File: config.mk
export PLATFORM = sky130hd
export DESIGN_NAME = sys_irq_router
export DESIGN_NICKNAME = d
export VERILOG_FILES = /design/src/rtl/sirq_pkg.sv /design/src/rtl/sirq_edge_track.sv /design/src/rtl/sirq_cfg_regs.sv /design/src/rtl/sirq_qualify.sv /design/src/rtl/sys_irq_router.sv
export SDC_FILE = /design/constraint.sdc
export NUM_CORES = 1
export LEC_CHECK = 0
export BUFFER_PORTS_ARGS = -buffer_cell sky130_fd_sc_hd__buf_2
export CAP_MARGIN = 20
export CELL_PAD_IN_SITES_DETAIL_PLACEMENT = 1
export CELL_PAD_IN_SITES_GLOBAL_PLACEMENT = 1
export CORE_MARGIN = 2
export CORE_UTILIZATION = 39
export CTS_BUF_LIST = sky130_fd_sc_hd__clkbuf_16
export CTS_CLUSTER_SIZE = 24
export DETAILED_ROUTE_END_ITERATION = 8
export GPL_ROUTABILITY_DRIVEN = 1
export PLACE_DENSITY = 0.83
export SYNTH_ARGS = -nofsm -noshare
export SYNTH_HDL_FRONTEND = slang
export SYNTH_SLANG_ARGS = --single-unit
File: constraint.sdc
create_clock -name clk -period 3.13 [get_ports clk]
set_input_delay 0.313 -clock clk [delete_from_list [all_inputs] [get_ports clk]]
set_output_delay 0.313 -clock clk [all_outputs]
set_load 0.02 [all_outputs]
File: src/rtl/sirq_pkg.sv
package sirq_pkg;
  localparam int NSRC       = 32;
  localparam int LVL_W      = 4;
  localparam int NLVL       = 1 << LVL_W;
  localparam int GLOBAL_BIT = NSRC - 1;
  localparam logic [NSRC-1:0] RSVD_BITS = 32'h7fb2007f;

  // Fixed priority level of each source; zero means unused.
  function automatic logic [LVL_W-1:0] src_level(input int idx);
    case (idx)
      0: return 4'd2;   1: return 4'd3;   2: return 4'd5;   3: return 4'd7;
      4: return 4'd9;   5: return 4'd11;  7: return 4'd14;  8: return 4'd3;
      9: return 4'd5;   10: return 4'd7;  11: return 4'd9;  12: return 4'd11;
      13: return 4'd13; 14: return 4'd12; 15: return 4'd12; 16: return 4'd6;
      18: return 4'd4;  19: return 4'd10; 20: return 4'd8;  22: return 4'd11;
      28: return 4'd15;
      default: return 4'd0;
    endcase
  endfunction

  // Processor-side acceptance of a level; the top level bypasses the check.
  function automatic logic level_accepted(input logic [LVL_W-1:0] lv,
                                          input logic [LVL_W-1:0] pil,
                                          input logic et);
    return (lv == LVL_W'(NLVL - 1)) || ((lv > pil) && et);
  endfunction

  function automatic logic [NSRC-1:0] enable_apply(input logic [NSRC-1:0] mask,
                                                   input logic [NSRC-1:0] wd);
    return mask & ~(wd | RSVD_BITS);
  endfunction

  function automatic logic [NSRC-1:0] disable_bits(input logic [NSRC-1:0] wd);
    return wd & ~RSVD_BITS;
  endfunction
endpackage

File: src/rtl/sirq_edge_track.sv
module sirq_edge_track
  import sirq_pkg::*;
(
  input  logic            clk,
  input  logic            rst_n,
  input  logic [NSRC-1:0] src_i,
  input  logic [NSRC-1:0] pend_drop_i,
  output logic [NSRC-1:0] rise_o,
  output logic [NSRC-1:0] fall_o,
  output logic [NSRC-1:0] pend_o
);
  logic [NSRC-1:0] src_q;
  logic [NSRC-1:0] used;

  for (genvar g = 0; g < NSRC; g++) begin : g_used
    assign used[g] = (src_level(g) != '0);
  end

  assign rise_o = src_i & ~src_q & used;
  assign fall_o = ~src_i & src_q & used;

  always_ff @(posedge clk) begin
    if (!rst_n) begin
      src_q  <= '0;
      pend_o <= '0;
    end else begin
      src_q  <= src_i;
      pend_o <= ((pend_o | rise_o) & ~fall_o) & ~pend_drop_i;
    end
  end

  p_unused_never_pending_r6: assert property (@(posedge clk) disable iff (!rst_n)
    (pend_o & ~used) == '0);
  p_drop_clears_pending_r4: assert property (@(posedge clk) disable iff (!rst_n)
    (pend_drop_i != '0) |=> ((pend_o & $past(pend_drop_i)) == '0));
endmodule

File: src/rtl/sirq_cfg_regs.sv
module sirq_cfg_regs
  import sirq_pkg::*;
#(
  parameter int ADDR_W = 3,
  parameter int TGT_W  = 4
) (
  input  logic              clk,
  input  logic              rst_n,
  input  logic              wr_i,
  input  logic [ADDR_W-1:0] addr_i,
  input  logic [NSRC-1:0]   wdata_i,
  input  logic [NSRC-1:0]   pend_i,
  output logic [NSRC-1:0]   rdata_o,
  output logic [NSRC-1:0]   mask_o,
  output logic [TGT_W-1:0]  tgt_o,
  output logic [NSRC-1:0]   pend_drop_o
);
  localparam logic [ADDR_W-1:0] OFS_PEND = ADDR_W'(0);
  localparam logic [ADDR_W-1:0] OFS_MASK = ADDR_W'(1);
  localparam logic [ADDR_W-1:0] OFS_ENA  = ADDR_W'(2);
  localparam logic [ADDR_W-1:0] OFS_DIS  = ADDR_W'(3);
  localparam logic [ADDR_W-1:0] OFS_TGT  = ADDR_W'(4);

  logic wr_ena, wr_dis, wr_tgt;
  assign wr_ena = wr_i && (addr_i == OFS_ENA);
  assign wr_dis = wr_i && (addr_i == OFS_DIS);
  assign wr_tgt = wr_i && (addr_i == OFS_TGT);

  assign pend_drop_o = wr_dis ? disable_bits(wdata_i) : '0;

  always_ff @(posedge clk) begin
    if (!rst_n) begin
      mask_o <= '1;
      tgt_o  <= '0;
    end else begin
      if (wr_ena) mask_o <= enable_apply(mask_o, wdata_i);
      else if (wr_dis) mask_o <= mask_o | disable_bits(wdata_i);
      if (wr_tgt) tgt_o <= wdata_i[TGT_W-1:0];
    end
  end

  always_comb begin
    case (addr_i)
      OFS_PEND: rdata_o = pend_i;
      OFS_MASK: rdata_o = mask_o;
      OFS_TGT:  rdata_o = NSRC'(tgt_o);
      default:  rdata_o = '0;
    endcase
  end

  p_enable_clears_rsvd_r3: assert property (@(posedge clk) disable iff (!rst_n)
    wr_ena |=> ((mask_o & RSVD_BITS) == '0));
  p_disable_sets_bits_r4: assert property (@(posedge clk) disable iff (!rst_n)
    wr_dis |=> ((mask_o & $past(wdata_i & ~RSVD_BITS)) == $past(wdata_i & ~RSVD_BITS)));
  p_target_stored_r5: assert property (@(posedge clk) disable iff (!rst_n)
    wr_tgt |=> (tgt_o == $past(wdata_i[TGT_W-1:0])));
endmodule

File: src/rtl/sirq_qualify.sv
module sirq_qualify
  import sirq_pkg::*;
#(
  parameter int TGT_W = 4
) (
  input  logic             clk,
  input  logic             rst_n,
  input  logic [NSRC-1:0]  rise_i,
  input  logic [NSRC-1:0]  fall_i,
  input  logic [NSRC-1:0]  mask_i,
  input  logic [TGT_W-1:0] tgt_i,
  input  logic [LVL_W-1:0] pil_i,
  input  logic             et_i,
  output logic [NLVL-1:0]  lvl_set_o,
  output logic [NLVL-1:0]  lvl_clr_o,
  output logic [TGT_W-1:0] lvl_tgt_o,
  output logic             irq_req_o,
  output logic [LVL_W-1:0] irq_level_o
);
  logic [NLVL-1:0]  set_n, clr_n;
  logic             hit_n;
  logic [LVL_W-1:0] best_n;

  // Ascending scan: a later (higher) source overrides an earlier one per level.
  always_comb begin
    logic [LVL_W-1:0] lv;
    set_n  = '0;
    clr_n  = '0;
    hit_n  = 1'b0;
    best_n = '0;
    for (int i = 0; i < NSRC; i++) begin
      lv = src_level(i);
      if (rise_i[i]) begin
        set_n[lv] = 1'b1;
        clr_n[lv] = 1'b0;
        if (!mask_i[i] && !mask_i[GLOBAL_BIT] && level_accepted(lv, pil_i, et_i)) begin
          hit_n = 1'b1;
          if (lv > best_n) best_n = lv;
        end
      end else if (fall_i[i]) begin
        set_n[lv] = 1'b0;
        clr_n[lv] = 1'b1;
      end
    end
  end

  always_ff @(posedge clk) begin
    if (!rst_n) begin
      lvl_set_o   <= '0;
      lvl_clr_o   <= '0;
      lvl_tgt_o   <= '0;
      irq_req_o   <= 1'b0;
      irq_level_o <= '0;
    end else begin
      lvl_set_o   <= set_n;
      lvl_clr_o   <= clr_n;
      lvl_tgt_o   <= tgt_i;
      irq_req_o   <= hit_n;
      irq_level_o <= hit_n ? best_n : '0;
    end
  end

  p_set_clr_exclusive_r11: assert property (@(posedge clk) disable iff (!rst_n)
    (lvl_set_o & lvl_clr_o) == '0);
  p_global_blocks_req_r8: assert property (@(posedge clk) disable iff (!rst_n)
    irq_req_o |-> !$past(mask_i[GLOBAL_BIT]));
  p_top_level_bypass_r9: assert property (@(posedge clk) disable iff (!rst_n)
    (rise_i[28] && !mask_i[28] && !mask_i[GLOBAL_BIT]) |=> (irq_req_o && irq_level_o == LVL_W'(NLVL - 1)));
  p_req_level_nonzero_r10: assert property (@(posedge clk) disable iff (!rst_n)
    irq_req_o |-> (irq_level_o != '0));
endmodule

File: src/rtl/sys_irq_router.sv
module sys_irq_router
  import sirq_pkg::*;
#(
  parameter int ADDR_W = 3,
  parameter int TGT_W  = 4
) (
  input  logic              clk,
  input  logic              rst_n,
  input  logic [NSRC-1:0]   src_i,
  input  logic              bus_wr_i,
  input  logic [ADDR_W-1:0] bus_addr_i,
  input  logic [NSRC-1:0]   bus_wdata_i,
  output logic [NSRC-1:0]   bus_rdata_o,
  input  logic [LVL_W-1:0]  cpu_pil_i,
  input  logic              cpu_et_i,
  output logic [NLVL-1:0]   lvl_set_o,
  output logic [NLVL-1:0]   lvl_clr_o,
  output logic [TGT_W-1:0]  lvl_tgt_o,
  output logic              irq_req_o,
  output logic [LVL_W-1:0]  irq_level_o
);
  logic [NSRC-1:0]  rise, fall, pend, mask, pend_drop;
  logic [TGT_W-1:0] tgt;

  sirq_edge_track u_edge (
    .clk(clk), .rst_n(rst_n), .src_i(src_i), .pend_drop_i(pend_drop),
    .rise_o(rise), .fall_o(fall), .pend_o(pend)
  );

  sirq_cfg_regs #(.ADDR_W(ADDR_W), .TGT_W(TGT_W)) u_cfg (
    .clk(clk), .rst_n(rst_n), .wr_i(bus_wr_i), .addr_i(bus_addr_i),
    .wdata_i(bus_wdata_i), .pend_i(pend), .rdata_o(bus_rdata_o),
    .mask_o(mask), .tgt_o(tgt), .pend_drop_o(pend_drop)
  );

  sirq_qualify #(.TGT_W(TGT_W)) u_qual (
    .clk(clk), .rst_n(rst_n), .rise_i(rise), .fall_i(fall), .mask_i(mask),
    .tgt_i(tgt), .pil_i(cpu_pil_i), .et_i(cpu_et_i),
    .lvl_set_o(lvl_set_o), .lvl_clr_o(lvl_clr_o), .lvl_tgt_o(lvl_tgt_o),
    .irq_req_o(irq_req_o), .irq_level_o(irq_level_o)
  );

  p_rise_sets_pending_r7: assert property (@(posedge clk) disable iff (!rst_n)
    (rise != '0 && !bus_wr_i) |=> ((pend & $past(rise)) == $past(rise)));
endmodule

After elaboration in Yosys (flattened, before gate mapping). Index checks and enable logic that the tools add are counted.

Magnitude comparators: 33. Eq/ne operators: 4. Multiplexer cells: 190. Bitwise gates (word level): 13. Reductions and logical operators: 83.

Operators by type and width (count): 2-to-1 mux 4 bit (68); 2-to-1 mux 12 bit (12); 2-to-1 mux 13 bit (8); bitwise AND 32 bit (3); 2-to-1 mux 32 bit (3); case mux 32 bit (3 select lines) (1); 2-to-1 mux 10 bit (8); greater-than comparator 4 bit (first input constant) (19); 2-to-1 mux 15 bit (5); 2-to-1 mux 8 bit (8); NOT 32 bit (2); bitwise AND 29 bit (2); NOT 29 bit (2); logical AND 1 bit (57); 2-to-1 mux 14 bit (4); 2-to-1 mux 6 bit (8); 2-to-1 mux 11 bit (4); 2-to-1 mux 1 bit (42); greater-than comparator 3 x 4 -> 1 bit (first input constant) (10); 2-to-1 mux 9 bit (4); 2-to-1 mux 16 bit (2); NOT 29 -> 32 bit (1); bitwise OR 32 x 29 -> 32 bit (1); bitwise OR 32 bit (1); other kinds (14) (48).

Bits in registers: 138. Input bits: 75. Logic and storage cells: 333.

Longest topological paths before layout.
Depth in word-level cells: 85. Depth in mapped cells: 8.

Hierarchy. Synthesis repeated with hierarchy kept, for this count alone.

Cells, all modules: 636. Area, all modules: 5831.8 um2.

Modules (own cells, without submodules): sirq_edge_track (instances 1, cells an instance 239, area an instance 2193.4 um2, seq. area each 1061.0 um2); sirq_qualify (instances 1, cells an instance 229, area an instance 2008.2 um2, seq. area each 780.7 um2); sirq_cfg_regs (instances 1, cells an instance 168, area an instance 1630.3 um2, seq. area each 380.4 um2).

Worst setup path before layout. Ideal clock, no wire load.

Kind: flip-flop to flip-flop. Start: register with a tool-made name. End: register u_qual.irq_level_o[0]. Library setup time: 136 ps. Arrival: 1948 ps. Data required time: 2994 ps. Slack: 1045 ps. Cell stages (with the launch flop): 9. Buffers on the path: 1. Clock period less this slack: 2085 ps. Path through: dfxtp_1 or4b_1 buf_6 o2111ai_2 o211ai_1 a311oi_2 a31oi_1 o2111ai_1 a21oi_1.

RTL lines: to (signal assigned) (line sirq_qualify.sv:59) `irq_level_o <= hit_n ? best_n : '0;`; to (decl) (line sirq_qualify.sv:18) `output logic [LVL_W-1:0] irq_level_o`.

==> impl_table.tex <==
\begin{tabular}{lr}
\hline
Metric & Value \\
\hline
\multicolumn{2}{l}{\textbf{Place}} \\
Placed cell area & 0.00500 mm² \\
HPWL after DPL & 8990 µm \\
Number of I/O port buffers & 118 \\
Placer congestion estimate & 0.898 \\
Placed Cells & between 700 and 800 \\
Worst slack after detailed placement & 722 ps \\
\multicolumn{2}{l}{\textbf{Clock network}} \\
Clock latency on the worst-skew pair & 350 ps \\
Post-CTS setup-driven buffer insertion count & 0 \\
CTS H-tree lvls & 3 \\
Deepest clock path buffer count & 2 \\
Clk sinks & 99 \\
Post-CTS Hold Fix Bufs & 0 \\
Gates resized, CTS repair & 0 \\
TritonCTS buffer count & 9 \\
Clock tree from TritonCTS & built \\
Cell chosen for the clock root & clkbuf\_16 \\
Clock transition at path regs & 70 ps \\
\multicolumn{2}{l}{\textbf{Final layout}} \\
Count of placed standard cells in the final layout, fillers left out & 743 \\
Final \#Nets & 675 \\
ANT cells & 0 \\
Post-route core utilization & about half \\
Storage cell area & 0.00198 mm² \\
P\&R area growth vs syn & 21.3\% \\
Final instance area & around 0.0053 mm² \\
Number of inserted filler cells in the final layout & 1347 \\
Area of the multi-input gates & 0.00214 mm² \\
Fraction of layout instances using a drive strength above 1 & 23.9\% \\
\multicolumn{2}{l}{\textbf{Routing}} \\
Overall via count from detail\_route & 3880 \\
Vias per cell & between 5 and 6 \\
Pre-antenna DRT Iters & 4 \\
Antenna Nets Post-Route & 0 \\
Detailed-route wire length per cell & 16.3 µm \\
Number of design-rule violations left by the first detailed-router iteration & 123 \\
DRT Wirelength & 12100 µm \\
Post-route DRC violation count & 0 \\
\multicolumn{2}{l}{\textbf{Global routing}} \\
Initial antenna violation count & 0 \\
Global-route wire length before repair & 18900 µm \\
Vias in the first global route & approximately 3900 \\
Largest net degree at the start of global routing & 50 \\
Total grt overflow & 0 \\
Total routing resource utilization after global routing & between 20 and 25\% \\
\multicolumn{2}{l}{\textbf{Yosys}} \\
Synth Instances & 495 \\
Fraction of registers with async set or reset after synthesis & 0\% \\
Flip-flop and latch count after synthesis & between 90 and 100 \\
Ys Warns & 0 \\
Part of the Yosys area used for sequential elements & a little under half \\
Most frequent cell after synthesis & dfxtp\_1 \\
Cell accounting for the most synthesized area & dfxtp\_1 \\
Number of flops mapped to enable cells by yosys & 0 \\
Post-synthesis cell area & 0.00435 mm² \\
Top\_reg\_cell synth & dfxtp\_1 \\
Average footprint of a synthesized cell & 8.79 µm² \\
Number of distinct library cells after synthesis & 50 \\
Share of the synthesized area in the top cell type & 45.6\% \\
Biggest area contributors in the synthesized netlist & dfxtp\_1 (46\%), nand2\_1 (7.2\%), and2\_1 (5.3\%) \\
Top cells by count, synth & dfxtp\_1 (99), nand2\_1 (84), and2\_1 (37), nand3\_1 (22), nor2\_1 (22) \\
\multicolumn{2}{l}{\textbf{STA}} \\
Tcrit/Tclk final & between 70 and 80\% \\
Final worst setup slack & $\sim$710 ps \\
Peak clock frequency supported by timing & 0.414 GHz \\
Finish-stage setup viols & 0 \\
Slew at the pin closest to its max-slew limit & approximately 800 ps \\
Pins over their slew limit & 0 \\
Setup TNS & 0 ps \\
Worst hold slack & 164 ps \\
Period minus WS final & 2420 ps \\
Fin. Hold Viols & 0 \\
Max transition margin & around 46\% \\
Clock tree skew after final layout & 9.20 ps \\
Unrepaired setup endpoints after global routing & no \\
\multicolumn{2}{l}{\textbf{Floorplan}} \\
Starting density of the core & 40.1\% \\
Die Width & 110 µm \\
Row count & 38 \\
Die area & 0.0120 mm² \\
Placeable core region & around 0.011 mm² \\
Number of top-level pins & approximately 150 \\
Floorplan die height & 110 µm \\
\multicolumn{2}{l}{\textbf{Setup path}} \\
Endpoint class of the critical path & register \\
Worst setup SP type & register \\
Arrival time worst endpoint & between 2000 and 3000 ps \\
Critical Path RT & 3340 ps \\
Largest driver fanout on the critical path & 9 \\
Worst Path Class, Setup & reg2reg \\
\multicolumn{2}{l}{\textbf{Power}} \\
Reported leakage power & 2.44 nW \\
Cell area power density & approximately 530 mW/mm² \\
Maximum vdd ir drop & 0.000263 V \\
PnR Total Power & around 2.8 mW \\
\multicolumn{2}{l}{\textbf{Outcome}} \\
Result of the run & finished clean \\
\multicolumn{2}{l}{\textbf{Hold path}} \\
Worst Hold Class & in2reg \\
\multicolumn{2}{l}{\textbf{Job}} \\
Number of max-cap violations & 0 \\
\hline
\end{tabular}
==> worst paths after layout <==
| path | startpoint | to | slack (ps) | cells past startpoint |
|---|---|---|---|---|
| worst min register to register | u_edge.src_q[7]$_SDFF_PN0_ | u_qual.lvl_clr_o[14]$_SDFF_PP0_ | 440 | 2 |
| worst max register to register | register | u_qual.irq_level_o[0]$_SDFF_PN0_ | 710 | 7 |
| worst max-delay path | register | u_qual.irq_level_o[0]$_SDFF_PN0_ | 710 | 7 |
| worst min-delay path | src_i[7] | u_qual.lvl_clr_o[14]$_SDFF_PP0_ | 160 | 2 |
==> per-layer routing <==
metal	track usage [%]	part of all wire, %	up-vias
li1	-	-	1891
met1	24.5	43	1859
met2	36.0	50	101
met3	2.79	3.8	29
met4	10.7	3.0	0
met5	0	0	-
==> worst max-delay path, cell delays in order (launching register included) <==
cell and delay [ps]:
dfxtp_1 400, or4b_1 730, o2111ai_2 250, o211ai_1 130, a311oi_2 320, a31oi_1 120
o2111ai_1 220, a21oi_1 100
==> layout by cell type, fill, tap and decap left out, types with 4 or more instances in the layout <==
master and count:
buf_2 118, dfxtp_1 99, nand2_1 84, and2_1 37
nor2_1 22, nand3_1 22, inv_1 18, nor2b_1 18
maj3_1 18, and3_1 16, a22o_1 15, nand2b_1 13
o21ai_0 11, nor3b_1 9, clkbuf_16 9, mux2i_1 8
a21boi_0 8, o21a_1 6, a21oi_1 6, nand3b_1 5
o211ai_1 5, and3b_1 5, buf_4 5, conb_1 4
==> logic make-up (layout without fill, tap and decap cells) <==
group | count (synthesis) | in the layout | share of synthesized area, %
AO/OA/AOI/OAI | 70 | 70 | 12.4
adder cells (fa/ha/maj) | 18 | 18 | 4.14
buffers and inverters | 50 | 155 | 5.67
flip-flops | 99 | 99 | 45.6
multiplexers | 8 | 8 | 1.84
other | 1 | 4 | 0.0862
AND/OR/NAND/NOR | 249 | 249 | 30.3
==> where the power goes <==
| part | internal (mW) | switching [mW] | leakage, nW |
|---|---|---|---|
| logic | 0.137 | 0.204 | 1.50 |
| registers | 1.32 | 0.0376 | 0.816 |
| clock network | 0.608 | 0.475 | 0.127 |
| total | 2.07 | 0.717 | 2.44 |
==> layout make-up <==
class	count	share of cell area (%)
flip-flops and latches	99	37.6
multi-input cells	349	40.6
clock buffers	9	4.27
inverters	18	1.28
clock inverters	5	1.07
well taps	140	3.32
repair buffers	123	11.9
No activity file was read; power rests on OpenSTA's default activity.
